### src/rtl/srf_pkg.sv
package srf_pkg;
  typedef struct packed {
    logic ns_wr;
    logic ns_rd;
    logic s_wr;
    logic s_rd;
    logic en;
  } attr_t;

  typedef enum logic [1:0] {
    SEL_BASE = 2'd0,
    SEL_TOP  = 2'd1,
    SEL_ATTR = 2'd2,
    SEL_NONE = 2'd3
  } cfg_sel_e;
endpackage

### src/rtl/srf_region_regs.sv
module srf_region_regs
  import srf_pkg::*;
#(
  parameter int NREG = 8,
  parameter int AW   = 32,
  localparam int IW  = $clog2(NREG + 1)
) (
  input  logic                    clk_i,
  input  logic                    rst_ni,
  input  logic                    cfg_we_i,
  input  logic [2:0]              cfg_prot_i,
  input  logic [IW-1:0]           cfg_idx_i,
  input  logic [1:0]              cfg_sel_i,
  input  logic [AW-1:0]           cfg_wdata_i,
  output logic [NREG:0][AW-1:0]   base_o,
  output logic [NREG:0][AW-1:0]   top_o,
  output attr_t [NREG:0]          attr_o
);
  logic wr_ok;
  logic unused_prot;
  assign wr_ok       = cfg_we_i & ~cfg_prot_i[1];
  assign unused_prot = cfg_prot_i[2] ^ cfg_prot_i[0];

  for (genvar r = 0; r <= NREG; r++) begin : g_reg
    logic hit;
    assign hit = wr_ok && (cfg_idx_i == IW'(r));
    if (r == 0) begin : g_bg
      // background: fixed full range, always enabled, perms writable
      logic [3:0] perm_q;
      always_ff @(posedge clk_i or negedge rst_ni) begin
        if (!rst_ni) perm_q <= 4'b0011;
        else if (hit && cfg_sel_i == SEL_ATTR) perm_q <= cfg_wdata_i[4:1];
      end
      assign base_o[r] = '0;
      assign top_o[r]  = '1;
      assign attr_o[r] = attr_t'({perm_q, 1'b1});
    end else begin : g_num
      logic [AW-1:0] base_q, top_q;
      attr_t         attr_q;
      always_ff @(posedge clk_i or negedge rst_ni) begin
        if (!rst_ni) begin
          base_q <= '0;
          top_q  <= '0;
          attr_q <= '0;
        end else if (hit) begin
          case (cfg_sel_i)
            SEL_BASE: base_q <= cfg_wdata_i;
            SEL_TOP:  top_q  <= cfg_wdata_i;
            SEL_ATTR: attr_q <= attr_t'(cfg_wdata_i[4:0]);
            default:  ;
          endcase
        end
      end
      assign base_o[r] = base_q;
      assign top_o[r]  = top_q;
      assign attr_o[r] = attr_q;
    end
  end
endmodule

### src/rtl/srf_region_select.sv
module srf_region_select
  import srf_pkg::*;
#(
  parameter int NREG = 8,
  parameter int AW   = 32
) (
  input  logic [AW-1:0]         addr_i,
  input  logic [NREG:0][AW-1:0] base_i,
  input  logic [NREG:0][AW-1:0] top_i,
  input  attr_t [NREG:0]        attr_i,
  output attr_t                 attr_o
);
  logic [NREG:1] hit;

  for (genvar r = 1; r <= NREG; r++) begin : g_hit
    assign hit[r] = attr_i[r].en && (addr_i >= base_i[r]) && (addr_i <= top_i[r]);
  end

  // ascending scan: highest matching index overrides
  always_comb begin
    attr_o = attr_i[0];
    for (int r = 1; r <= NREG; r++) begin
      if (hit[r]) attr_o = attr_i[r];
    end
  end

  logic unused_bg;
  assign unused_bg = ^{base_i[0], top_i[0]};
endmodule

### src/rtl/srf_perm_check.sv
module srf_perm_check
  import srf_pkg::*;
(
  input  attr_t attr_i,
  input  logic  we_i,
  input  logic  nonsec_i,
  output logic  allow_o
);
  always_comb begin
    unique case ({nonsec_i, we_i})
      2'b00:   allow_o = attr_i.s_rd;
      2'b01:   allow_o = attr_i.s_wr;
      2'b10:   allow_o = attr_i.ns_rd;
      default: allow_o = attr_i.ns_wr;
    endcase
  end

  logic unused_en;
  assign unused_en = attr_i.en;
endmodule

### src/rtl/secure_region_filter.sv
module secure_region_filter
  import srf_pkg::*;
#(
  parameter int NREG = 8,
  parameter int AW   = 32,
  parameter int DW   = 32,
  localparam int IW  = $clog2(NREG + 1)
) (
  input  logic          clk_i,
  input  logic          rst_ni,
  input  logic          cfg_we_i,
  input  logic [2:0]    cfg_prot_i,
  input  logic [IW-1:0] cfg_idx_i,
  input  logic [1:0]    cfg_sel_i,
  input  logic [AW-1:0] cfg_wdata_i,
  input  logic          req_valid_i,
  input  logic          req_we_i,
  input  logic [2:0]    req_prot_i,
  input  logic [AW-1:0] req_addr_i,
  input  logic [DW-1:0] req_wdata_i,
  output logic          mem_valid_o,
  output logic          mem_we_o,
  output logic [AW-1:0] mem_addr_o,
  output logic [DW-1:0] mem_wdata_o,
  input  logic [DW-1:0] mem_rdata_i,
  output logic          resp_err_o,
  output logic [DW-1:0] resp_rdata_o
);
  logic [NREG:0][AW-1:0] base, top;
  attr_t [NREG:0]        attr;
  attr_t                 sel_attr;
  logic                  allow;

  srf_region_regs #(.NREG(NREG), .AW(AW)) u_regs (
    .clk_i, .rst_ni, .cfg_we_i, .cfg_prot_i, .cfg_idx_i, .cfg_sel_i, .cfg_wdata_i,
    .base_o(base), .top_o(top), .attr_o(attr)
  );

  srf_region_select #(.NREG(NREG), .AW(AW)) u_sel (
    .addr_i(req_addr_i), .base_i(base), .top_i(top), .attr_i(attr), .attr_o(sel_attr)
  );

  srf_perm_check u_perm (
    .attr_i(sel_attr), .we_i(req_we_i), .nonsec_i(req_prot_i[1]), .allow_o(allow)
  );

  assign mem_valid_o  = req_valid_i & allow;
  assign mem_we_o     = req_we_i;
  assign mem_addr_o   = req_addr_i;
  assign mem_wdata_o  = req_wdata_i;
  assign resp_err_o   = req_valid_i & ~allow;
  assign resp_rdata_o = (req_valid_i && allow && !req_we_i) ? mem_rdata_i : '0;

  logic unused_prot;
  assign unused_prot = req_prot_i[2] ^ req_prot_i[0];
endmodule

### config.mk
export PLATFORM = sky130hd
export DESIGN_NAME = secure_region_filter
export DESIGN_NICKNAME = d
export VERILOG_FILES = /design/src/rtl/srf_pkg.sv /design/src/rtl/srf_region_regs.sv /design/src/rtl/srf_region_select.sv /design/src/rtl/srf_perm_check.sv /design/src/rtl/secure_region_filter.sv
export SDC_FILE = /design/constraint.sdc
export NUM_CORES = 1
export LEC_CHECK = 0
export ABC_AREA = 1
export BUFFER_PORTS_ARGS = -buffer_cell sky130_fd_sc_hd__clkbuf_2
export CORE_MARGIN = 4
export CORE_UTILIZATION = 46
export DETAILED_ROUTE_END_ITERATION = 12
export GPL_ROUTABILITY_DRIVEN = 0
export HOLD_SLACK_MARGIN = 0.05
export PLACE_DENSITY_LB_ADDON = 0.12
export RECOVER_POWER = 50
export SYNTH_ARGS = -nofsm -noshare
export SYNTH_HDL_FRONTEND = slang
export SYNTH_SLANG_ARGS = --single-unit
### constraint.sdc
create_clock -name clk_i -period 6.5 [get_ports clk_i]
set_input_delay 0.325 -clock clk_i [delete_from_list [all_inputs] [get_ports clk_i]]
set_output_delay 0.325 -clock clk_i [all_outputs]
set_load 0.1 [all_outputs]
# Word level (Yosys, flattened, before mapping)
# Index checks and enable logic that the tools add are counted.
# Widths: inputs -> output; s select.
[word_totals]
register_bits = 556
input_bits = 145
out_inout_bits = 99
word_cells = 156
[classes]
order_cmp = 16
n_eq_ne = 12
mux = 10
bitwise = 5
n_reduce_logical = 56
[ops]
columns = ["op", "n"]
rows = [
  ["$ge 32x32->1", 8],
  ["$le 32x32->1", 8],
  ["$reduce_and 2->1", 24],
  ["$mux 5", 8],
  ["$mux 32", 1],
  ["$logic_and 1x1->1", 28],
  ["$eq 4x3->1 const B", 4],
  ["$eq 4x2->1 const B", 2],
  ["$eq 2x1->1 const B", 2],
  ["$eq 2x2->1 const B", 2],
  ["$eq 4x1->1 const B", 1],
  ["$eq 4x4->1 const B", 1],
  ["$logic_not 2->1", 2],
  ["$logic_not 4->1", 1],
  ["$and 1x1->1", 3],
  ["$pmux 1 s3", 1],
  ["$not 1->1", 2],
  ["$logic_not 1->1", 1],
]

# Logic depth before layout (Yosys ltp)
# Gate-level depths: netlist (run 1).
[depth]
depth_word = 15
ltp_mapped = 30
mapped_depth_nobuf = 29

# By module
# A second synthesis (run 1) with hierarchy kept.
[unflattened]
cells_unflattened = 4961
area_unflattened_um2 = 38225.4
[modules_own_cells]
columns = ["module", "n_inst", "cells_per_inst", "area_per_inst_um2", "seq_area_each_um2"]
rows = [
  ["srf_region_regs", 1, 2642, 23525.1, 13915.8],
  ["srf_region_select", 1, 2168, 13775.7, 0.0],
  ["secure_region_filter", 1, 138, 873.3, 0.0],
  ["srf_perm_check", 1, 13, 51.3, 0.0],
]

# Worst setup path after synthesis (run 1)
# OpenSTA, ideal clock, no wires.
[synth_path]
path_kind = "input -> output"
from = "in req_addr_i[0]"
to = "out resp_rdata_o[21]"
arrival_ns = 3.636
t_required_ns = 6.175
slack_ns = 2.539
stages = 23
path_buffers = 1
path_cell_list = "inv_1 -> ha_1 -> nand4_1 -> nor2_1 -> nor2_1 -> nand2_1 -> nand2_1 -> nand2_1 -> nand2_1 -> a21oi_2 -> nand2_1 -> nand2_1 -> o211ai_1 -> nand3_1 -> nand3_1 -> nand2_1 -> nand2_1 -> nand2_1 -> nand2_1 -> nand2_1 -> nand4_4 -> buf_6 -> nor2_1"
[synth_via]
elab_chain_len = 15
word_cells_on_any_way = 44
cone_classes = "16 x order compare; 10 x mux; 18 x reduce/logical"
[synth_rtl]
columns = ["element", "line", "source"]
rows = [
  ["start, declared", "secure_region_filter.sv:19", "input logic [AW-1:0] req_addr_i,"],
  ["$ge 32x32->1", "srf_region_select.sv:16", "assign hit[r] = attr_i[r].en && (addr_i >= base_i[r]) && (addr_i <= top_i[r]);"],
  ["$logic_and 1x1->1 (2 in a row)", "srf_region_select.sv:16", ""],
  ["$mux 5 (7 in a row)", "srf_region_select.sv:23", "if (hit[r]) attr_o = attr_i[r];"],
  ["$mux 5 (*)", "srf_region_select.sv:23", ""],
  ["$pmux 1 s3 (*)", "srf_perm_check.sv:10", "unique case ({nonsec_i, we_i})"],
  ["$logic_and 1x1->1 (*) (2 in a row)", "secure_region_filter.sv:52", "assign resp_rdata_o = (req_valid_i && allow && !req_we_i) ? mem_rdata_i : '0;"],
  ["$mux 32 (*)", "secure_region_filter.sv:52", ""],
  ["end, declared", "secure_region_filter.sv:27", "output logic [DW-1:0] resp_rdata_o"],
]
# Every way passes the cells marked *; elsewhere a longest branch is shown, timed or not.

# Worst setup path in the final report (run 1)
[layout_path]
from = "in req_addr_i[7]"
to = "out resp_rdata_o[0]"
# Same word-level chain as after synthesis.

==> results of run 1 <==
==> state kept, by name, summed over array words and instances (netlist names) <==
name	cells
u_regs.g.g_bg.perm_q	4
u_regs.attr_o	40
u_regs.g.g_num.top_q	256
u_regs.g.g_num.base_q	256
==> layer usage <==
metal	GRT usage	share of wire	vias to the layer above
li1	-	-	13706
met1	0.309	0.47	12475
met2	0.393	0.47	461
met3	0.0271	0.043	93
met4	0.0551	0.019	0
met5	0	0	-
==> layout by cell type, fill, tap and decap left out, types with 12 or more instances in the layout <==
| cell type | instances |
|---|---|
| nand2_1 | 953 |
| inv_1 | 701 |
| o21ai_0 | 647 |
| dfrtp_1 | 554 |
| ha_1 | 512 |
| a21oi_1 | 248 |
| clkbuf_2 | 139 |
| nor2_1 | 128 |
| clkbuf_16 | 71 |
| clkbuf_1 | 63 |
| nand4_1 | 58 |
| nand3_1 | 46 |
| o211ai_1 | 23 |
| nor2_2 | 21 |
| nand3_2 | 19 |
| clkbuf_8 | 17 |
| o21a_1 | 16 |
| nor3_1 | 12 |
==> layout make-up <==
cell class | instances | area, um2 | area share
multi-input combinational | 2737 | 16600 | 0.441
sequential | 556 | 13900 | 0.369
inverter | 702 | 2640 | 0.0699
clock buffer | 103 | 2070 | 0.0548
tap | 959 | 1200 | 0.0318
timing repair buffer | 198 | 991 | 0.0263
clock inverter | 16 | 262 | 0.00693
==> worst max-delay path by stage <==
stage	from	end	slack, ps	depth (start not counted)
6_report	req_addr_i[7]	resp_rdata_o[0]	1050	25
3_5_place_dp	req_addr_i[31]	resp_rdata_o[24]	1420	19
5_1_grt	rst_ni	u_regs.g_reg[3].g_num.top_q[3]	530	3
4_1_cts	u_regs.g_reg[4].g_num.top_q[31]	resp_rdata_o[24]	1330	19
3_3_place_gp	req_addr_i[31]	resp_rdata_o[24]	1460	16
2_1_floorplan	req_addr_i[0]	resp_rdata_o[21]	2540	23
==> worst max-delay path: cells and delay by family <==
kind,cells,cell delay [ps]
and+or+nand+nor,19,2250
buffers and inverters,3,1720
AOI/OAI and AO/OA,2,440
adders and majority gates,1,330
==> per-stage QoR <==
stage | setup WS (ps) | cell area (um2)
after floorplan | 2540 | 34100
after global placement | 1460 | 35500
after detailed placement | 1420 | 35500
after CTS | 1330 | 37800
after global routing | 532 | 37700
final | 1050 | 37700
==> logic make-up (layout without fill, tap and decap cells) <==
family	Yosys count	after routing	share of synthesized area
DFF	556	556	0.408
AOI/OAI and AO/OA	958	958	0.145
adders and majority gates	512	512	0.188
buffers and inverters	903	1019	0.107
and+or+nand+nor	1267	1267	0.153
==> where the power goes <==
group          internal (uW)  leakage (uW)  switching (uW)
sequential              3750       0.00757             144
clock                   2460       0.00115            1500
combinational            573       0.00916            1110
==> results.rst, run 1 <==
.. list-table::
   :header-rows: 1

   * - Metric
     - Value
   * - Run status
     - finished, violations left
   * - Violations in the final reports
     - capacitance limit, slew limit
   * - Die ar.
     - 0.0786 mm2
   * - First-pass GRT wire length
     - 142,000 um
   * - Most frequent CP cell
     - nand2_1
   * - Hold Worst Slack
     - 308 ps
   * - Setup slack on the worst flop-to-flop path
     - 5680 ps
   * - Root Buffer Master
     - clkbuf_16
   * - Number of instances in the synthesized netlist
     - 4,196
   * - Router iterations before antenna repair
     - 5
   * - Number of buffers added for setup after CTS
     - 0
   * - Area of the mapped netlist
     - 0.0341 mm2
   * - Core ar.
     - 0.0732 mm2
   * - Standard cell with the maximum stage delay on the critical path
     - clkbuf_1
   * - Highest achievable clock rate
     - 0.183 GHz
   * - Final standard cell utilization of the core
     - 0.515
   * - Reg2Reg Depth
     - 2
   * - TritonCTS clock tree
     - yes
   * - Largest net degree at the start of global routing
     - 157
   * - Count of filler cells inserted in the layout
     - 7,132
   * - Final Cycle Share
     - 0.839
   * - Average via count per standard cell
     - 5.07
   * - Number of sinks handled by clock tree synthesis
     - 556
   * - Startpoint of the most critical hold path
     - cfg_sel_i[1]
   * - CP Capture Type
     - output pin
   * - Most common library cells after synthesis
     - nand2_1, inv_1, o21ai_0
   * - Number of warnings printed during yosys synthesis
     - 0
   * - Post-DR wirelength/cell
     - 16.7 um
   * - All-Layer GR Usage
     - 0.229
   * - Number of hold-slack violations in the final timing report
     - 0
   * - Height of the die
     - 280 um
   * - Flip-flop and latch count after synthesis
     - 556
   * - Number of antenna violations at the first check in global routing
     - 0
   * - Top Ports
     - 244
   * - Largest area contributor in the netlist
     - dfrtp_1
   * - Cell variety after synth
     - 41
   * - Kind of launch point of the worst setup path
     - primary input
   * - Portion of the post-synthesis area used by sequential elements
     - 0.408
   * - Transition time of the tightest slew-check pin
     - 4770 ps
   * - Origin of the critical flop-to-flop path
     - u_regs.g_reg[2].g_num.base_q[11]
   * - Worst endpoint data arrival time
     - 5130 ps
   * - Number of buffers created by CTS
     - 69
   * - Period minus WS final
     - 5450 ps
   * - Data required, critical path
     - 6170 ps
   * - Effective utilization at floorplan
     - 0.466
   * - Maximum level of the CTS H-tree
     - 3
   * - Synthesis-to-finish area growth
     - 10.5%
   * - Total of hold buffers inserted after clock tree synthesis
     - 1
   * - Fraction of final layout cells with drive strength greater than 1
     - 0.0726
   * - Final Non-Filler Cells
     - 5,271
   * - Number of inserted diodes
     - 0
   * - Worst Hold Endpoint
     - u_regs.g_reg[0].g_bg.perm_q[1]
   * - Routed vias
     - 26,735
   * - Routed Wire Length
     - 88,200 um
   * - Gates resized, CTS repair
     - 0
   * - Die X-Extent
     - 280 um
   * - Port bufs
     - 175
   * - Total Neg Setup Slack
     - 0 ps
   * - Worst supply voltage drop on vdd
     - 164 uV
   * - CTS Buffer Depth
     - 3
   * - Clock Skews
     - 0 ps
   * - Critical register-to-register path endpoint
     - u_regs.g_reg[2].g_num.base_q[11]
   * - CP max stage delay
     - 1170 ps
   * - Final setup violation count
     - 0
   * - Number of global-route vias before repair
     - 25,404
   * - Final number of max-transition violations
     - 885
   * - Worst hold stages
     - 5
   * - Startpoint-to-endpoint class of the critical path
     - primary input to output pin
   * - Cell area power density
     - 253 mW/mm2
   * - Static Leak
     - 0.0179 uW
   * - Number of placement rows
     - 99
   * - Final nets
     - 4,921
   * - Number of placed instances, taps included
     - 5,151
   * - Primary FF master, synth
     - dfrtp_1
   * - Number of antenna-violating nets in the routed design
     - 0
   * - Cells taking the most area after synthesis
     - dfrtp_1, ha_1, nand2_1
   * - Number of maximum-capacitance violations
     - 16
   * - Total gr overflow
     - 0
   * - RSZ-0062 raised after global routing
     - false
   * - Clock transition time at the flip-flop clock pins of the worst setup and hold paths
     - 60 ps
   * - Max transition margin
     - -2.18
   * - Total design power
     - 9540 uW
   * - Hold crit path type
     - primary input to register
   * - Synthesized net count
     - 4,853
   * - EDFF count, synth
     - 0
   * - Yosys top cell area share
     - 0.406
   * - DR DRC count
     - 0
   * - Clock latency at the later pin of the worst-skew pair
     - 580 ps
   * - Most frequently used cell type in the post-synthesis netlist
     - nand2_1
   * - Synthesized area divided by synthesized cell count
     - 8.14 um2
   * - Worst Path Max Fanout
     - 32
   * - Detailed Place HPWL
     - 60,300 um
   * - Iteration-0 DRC Markers
     - 1,889
   * - Post-synth ARST share
     - 1.00
(Power assumes the default switching activity.)
==> inputs of run 2 (changes only) <==
==> constraint.sdc (replaced) <==
create_clock -name clk_i -period 5.4 [get_ports clk_i]
set_input_delay 0.27 -clock clk_i [delete_from_list [all_inputs] [get_ports clk_i]]
set_output_delay 0.27 -clock clk_i [all_outputs]
set_load 0.1 [all_outputs]
==> run 2 against run 1 <==
Net effect:
- the run still ends with capacitance limit, slew limit left
- cell area rose by 0.40%
- total power rose by 18%
- sequential power rose by 20%
- hold slack got worse by 61 ps
- non-clock buffer count rose by 24
- global-route usage rose by 0.28 points
- combinational power rose by 21%
- worst setup slack got worse by 610 ps
- critical path depth fell by 4
- largest cell class unchanged
==> results.rst, run 2 (synthesis gave the netlist of run 1 again) <==
.. list-table::
   :header-rows: 1

   * - Metric
     - Value
   * - Port bufs
     - 175
   * - Number of inserted diodes
     - 0
   * - TritonCTS clock tree
     - yes
   * - Post-DR wirelength/cell
     - 16.8 um
   * - RSZ-0062 raised after global routing
     - false
   * - Internal Power
     - 7970 uW
   * - Kind of launch point of the worst setup path
     - register
   * - Number of antenna violations at the first check in global routing
     - 0
   * - Total gr overflow
     - 0
   * - Cell area power density
     - 298 mW/mm2
   * - Power dissipated by switching net loads
     - 3320 uW
   * - Number of maximum-capacitance violations
     - 5
   * - Clock transition time at the flip-flop clock pins of the worst setup and hold paths
     - 60 ps
   * - Total Neg Setup Slack
     - 0 ps
   * - Final number of max-transition violations
     - 342
   * - Relative contribution of combinational cells to total power
     - 0.181
   * - Footprint of the flip-flops and latches
     - 0.0139 mm2
   * - First-pass GRT wire length
     - 143,000 um
   * - Worst Path Max Fanout
     - 32
   * - Clock latency at the later pin of the worst-skew pair
     - 590 ps
   * - Number of sinks handled by clock tree synthesis
     - 556
   * - Worst supply voltage drop on vdd
     - 226 uV
   * - Placed Area
     - 0.0357 mm2
   * - Max transition margin
     - -1.65
   * - CTS Buffer Depth
     - 3
   * - Data required, critical path
     - 5130 ps
   * - Multi-input combinational cell area
     - 0.0166 mm2
   * - Gates resized, CTS repair
     - 0
   * - Router iterations before antenna repair
     - 6
   * - Number of hold-slack violations in the final timing report
     - 0
   * - Clock Skews
     - 0 ps
   * - Hold crit path type
     - primary input to register
   * - Fraction of final layout cells with drive strength greater than 1
     - 0.0847
   * - Worst endpoint data arrival time
     - 4700 ps
   * - Die X-Extent
     - 280 um
   * - Core ar.
     - 0.0732 mm2
   * - Highest achievable clock rate
     - 0.201 GHz
   * - Root Buffer Master
     - clkbuf_16
   * - Final design area excluding fillers
     - 0.0379 mm2
   * - All-Layer GR Usage
     - 0.231
   * - Number of global-route vias before repair
     - 25,436
   * - Run status
     - finished, violations left
   * - Effective utilization at floorplan
     - 0.466
   * - Routed Wire Length
     - 89,000 um
   * - Violations in the final reports
     - capacitance limit, slew limit
   * - Number of buffers created by CTS
     - 68
   * - DR DRC count
     - 0
   * - Commonest cells after routing, fill and taps aside
     - nand2_1, inv_1, o21ai_0, dfrtp_1, ha_1
   * - Average via count per standard cell
     - 5.06
   * - CP Capture Type
     - output pin
   * - Transition time of the tightest slew-check pin
     - 3980 ps
   * - Synthesis-to-finish area growth
     - 10.9%
   * - Number of antenna-violating nets in the routed design
     - 0
   * - Die ar.
     - 0.0786 mm2
   * - Number of placement rows
     - 99
   * - Commonest non-fill, non-tap cell in the layout
     - nand2_1
   * - Startpoint-to-endpoint class of the critical path
     - register to output pin
   * - Final nets
     - 4,944
   * - Height of the die
     - 280 um
   * - Iteration-0 DRC Markers
     - 1,610
   * - Largest net degree at the start of global routing
     - 117
   * - Routed vias
     - 26,770
   * - Static Leak
     - 0.0180 uW
   * - Clock group share of total power
     - 0.405
   * - Detailed Place HPWL
     - 62,200 um
   * - Sw Share
     - 0.294
   * - Top Ports
     - 244
   * - Hold Worst Slack
     - 247 ps
   * - Count of filler cells inserted in the layout
     - 7,216
   * - Power share of the sequential group
     - 0.414
   * - Period minus WS final
     - 4970 ps
   * - Final setup violation count
     - 0
   * - Maximum level of the CTS H-tree
     - 3
   * - Final Cycle Share
     - 0.920
run 2: changes by cell type in the layout (fill, tap and decap cells not counted):
cell / previous run / this run
clkbuf_8: 17 / 20
bufinv_16: 7 / 2
clkbuf_2: 139 / 154
buf_6: 0 / 1
inv_6: 1 / 2
dlymetal6s4s_1: 1 / 0
clkdlybuf4s25_1: 0 / 1
clkinv_4: 0 / 1
clkinv_2: 7 / 11
buf_4: 7 / 41
clkbuf_1: 63 / 32
run 2: path summary, 6_finish.rpt:
kind / cells past startpoint / from / slack (ps) / end
setup reg to reg: 2 / u_regs.g_reg[7].g_num.base_q[22] / 4580 / u_regs.g_reg[7].g_num.base_q[22]
setup / recovery: 21 / u_regs.g_reg[6].g_num.base_q[31] / 430 / resp_rdata_o[26]
hold / removal: 4 / cfg_wdata_i[2] / 250 / u_regs.g_reg[8].g_num.base_q[2]
hold reg to reg: 2 / u_regs.g_reg[5].g_num.top_q[24] / 480 / u_regs.g_reg[5].g_num.top_q[24]
max in group asynchronous: 3 / rst_ni / 970 / u_regs.g_reg[2].g_num.base_q[5]
min in group asynchronous: 2 / rst_ni / 1800 / u_regs.g_reg[6].g_num.top_q[23]
run 2: area by class of cell:
cell class | count | share of cell area
inverter | 702 | 0.0696
multi-input combinational | 2737 | 0.440
clock buffer | 101 | 0.0552
clock inverter | 17 | 0.00393
sequential | 556 | 0.367
tap | 959 | 0.0317
timing repair buffer | 222 | 0.0325
run 2: per-stage QoR:
step / cells / power (uW) / setup slack [ps] / util
final: 5294 / 11300 / 433 / 0.517
after global routing: 5294 / 12000 / 4.01 / 0.517
after CTS: 5294 / 11500 / 362 / 0.518
after detailed placement: 5175 / 6810 / 564 / 0.487
after global placement: 5175 / 6760 / 574 / 0.487
after floorplan: 4196 / 6260 / 1550 / -
run 2: per-layer routing:
metal	up-vias	wire, um	track usage
met5	-	0	0
met4	0	1560	0.0460
met3	111	3310	0.0268
met2	417	42300	0.400
met1	12512	41800	0.316
li1	13730	-	-
run 2: power by group through the flow:
| stage | clock network (uW) | logic (uW) | registers, uW |
|---|---|---|---|
| after floorplan | 0 | 1550 | 4710 |
| after global placement | 0 | 2020 | 4740 |
| after detailed placement | 0 | 2070 | 4750 |
| after CTS | 4700 | 2080 | 4680 |
| after global routing | 4850 | 2410 | 4720 |
| final | 4580 | 2040 | 4680 |
run 2: repair_timing:
action,in CTS,in global routing
buffers inserted,0,0
hold buffers,1,0
hold endpoints to repair,77,0
run 2: critical path, cell delays in order (launching register included):
cell      delay [ps]
dfrtp_1          340
inv_1             40
ha_1             280
nand2_1           70
nor2_1           130
nand2_1          140
nor4_1           640
nand4_1          170
nand3_1          140
nand3_1          280
o21ai_0          170
inv_1             50
nand2_1          110
nand2_1           70
nand2_1           60
nand2_1           40
nand2_1           50
inv_1             60
nand2_4           90
nand4_4          430
nor2_1           230
clkbuf_2         480
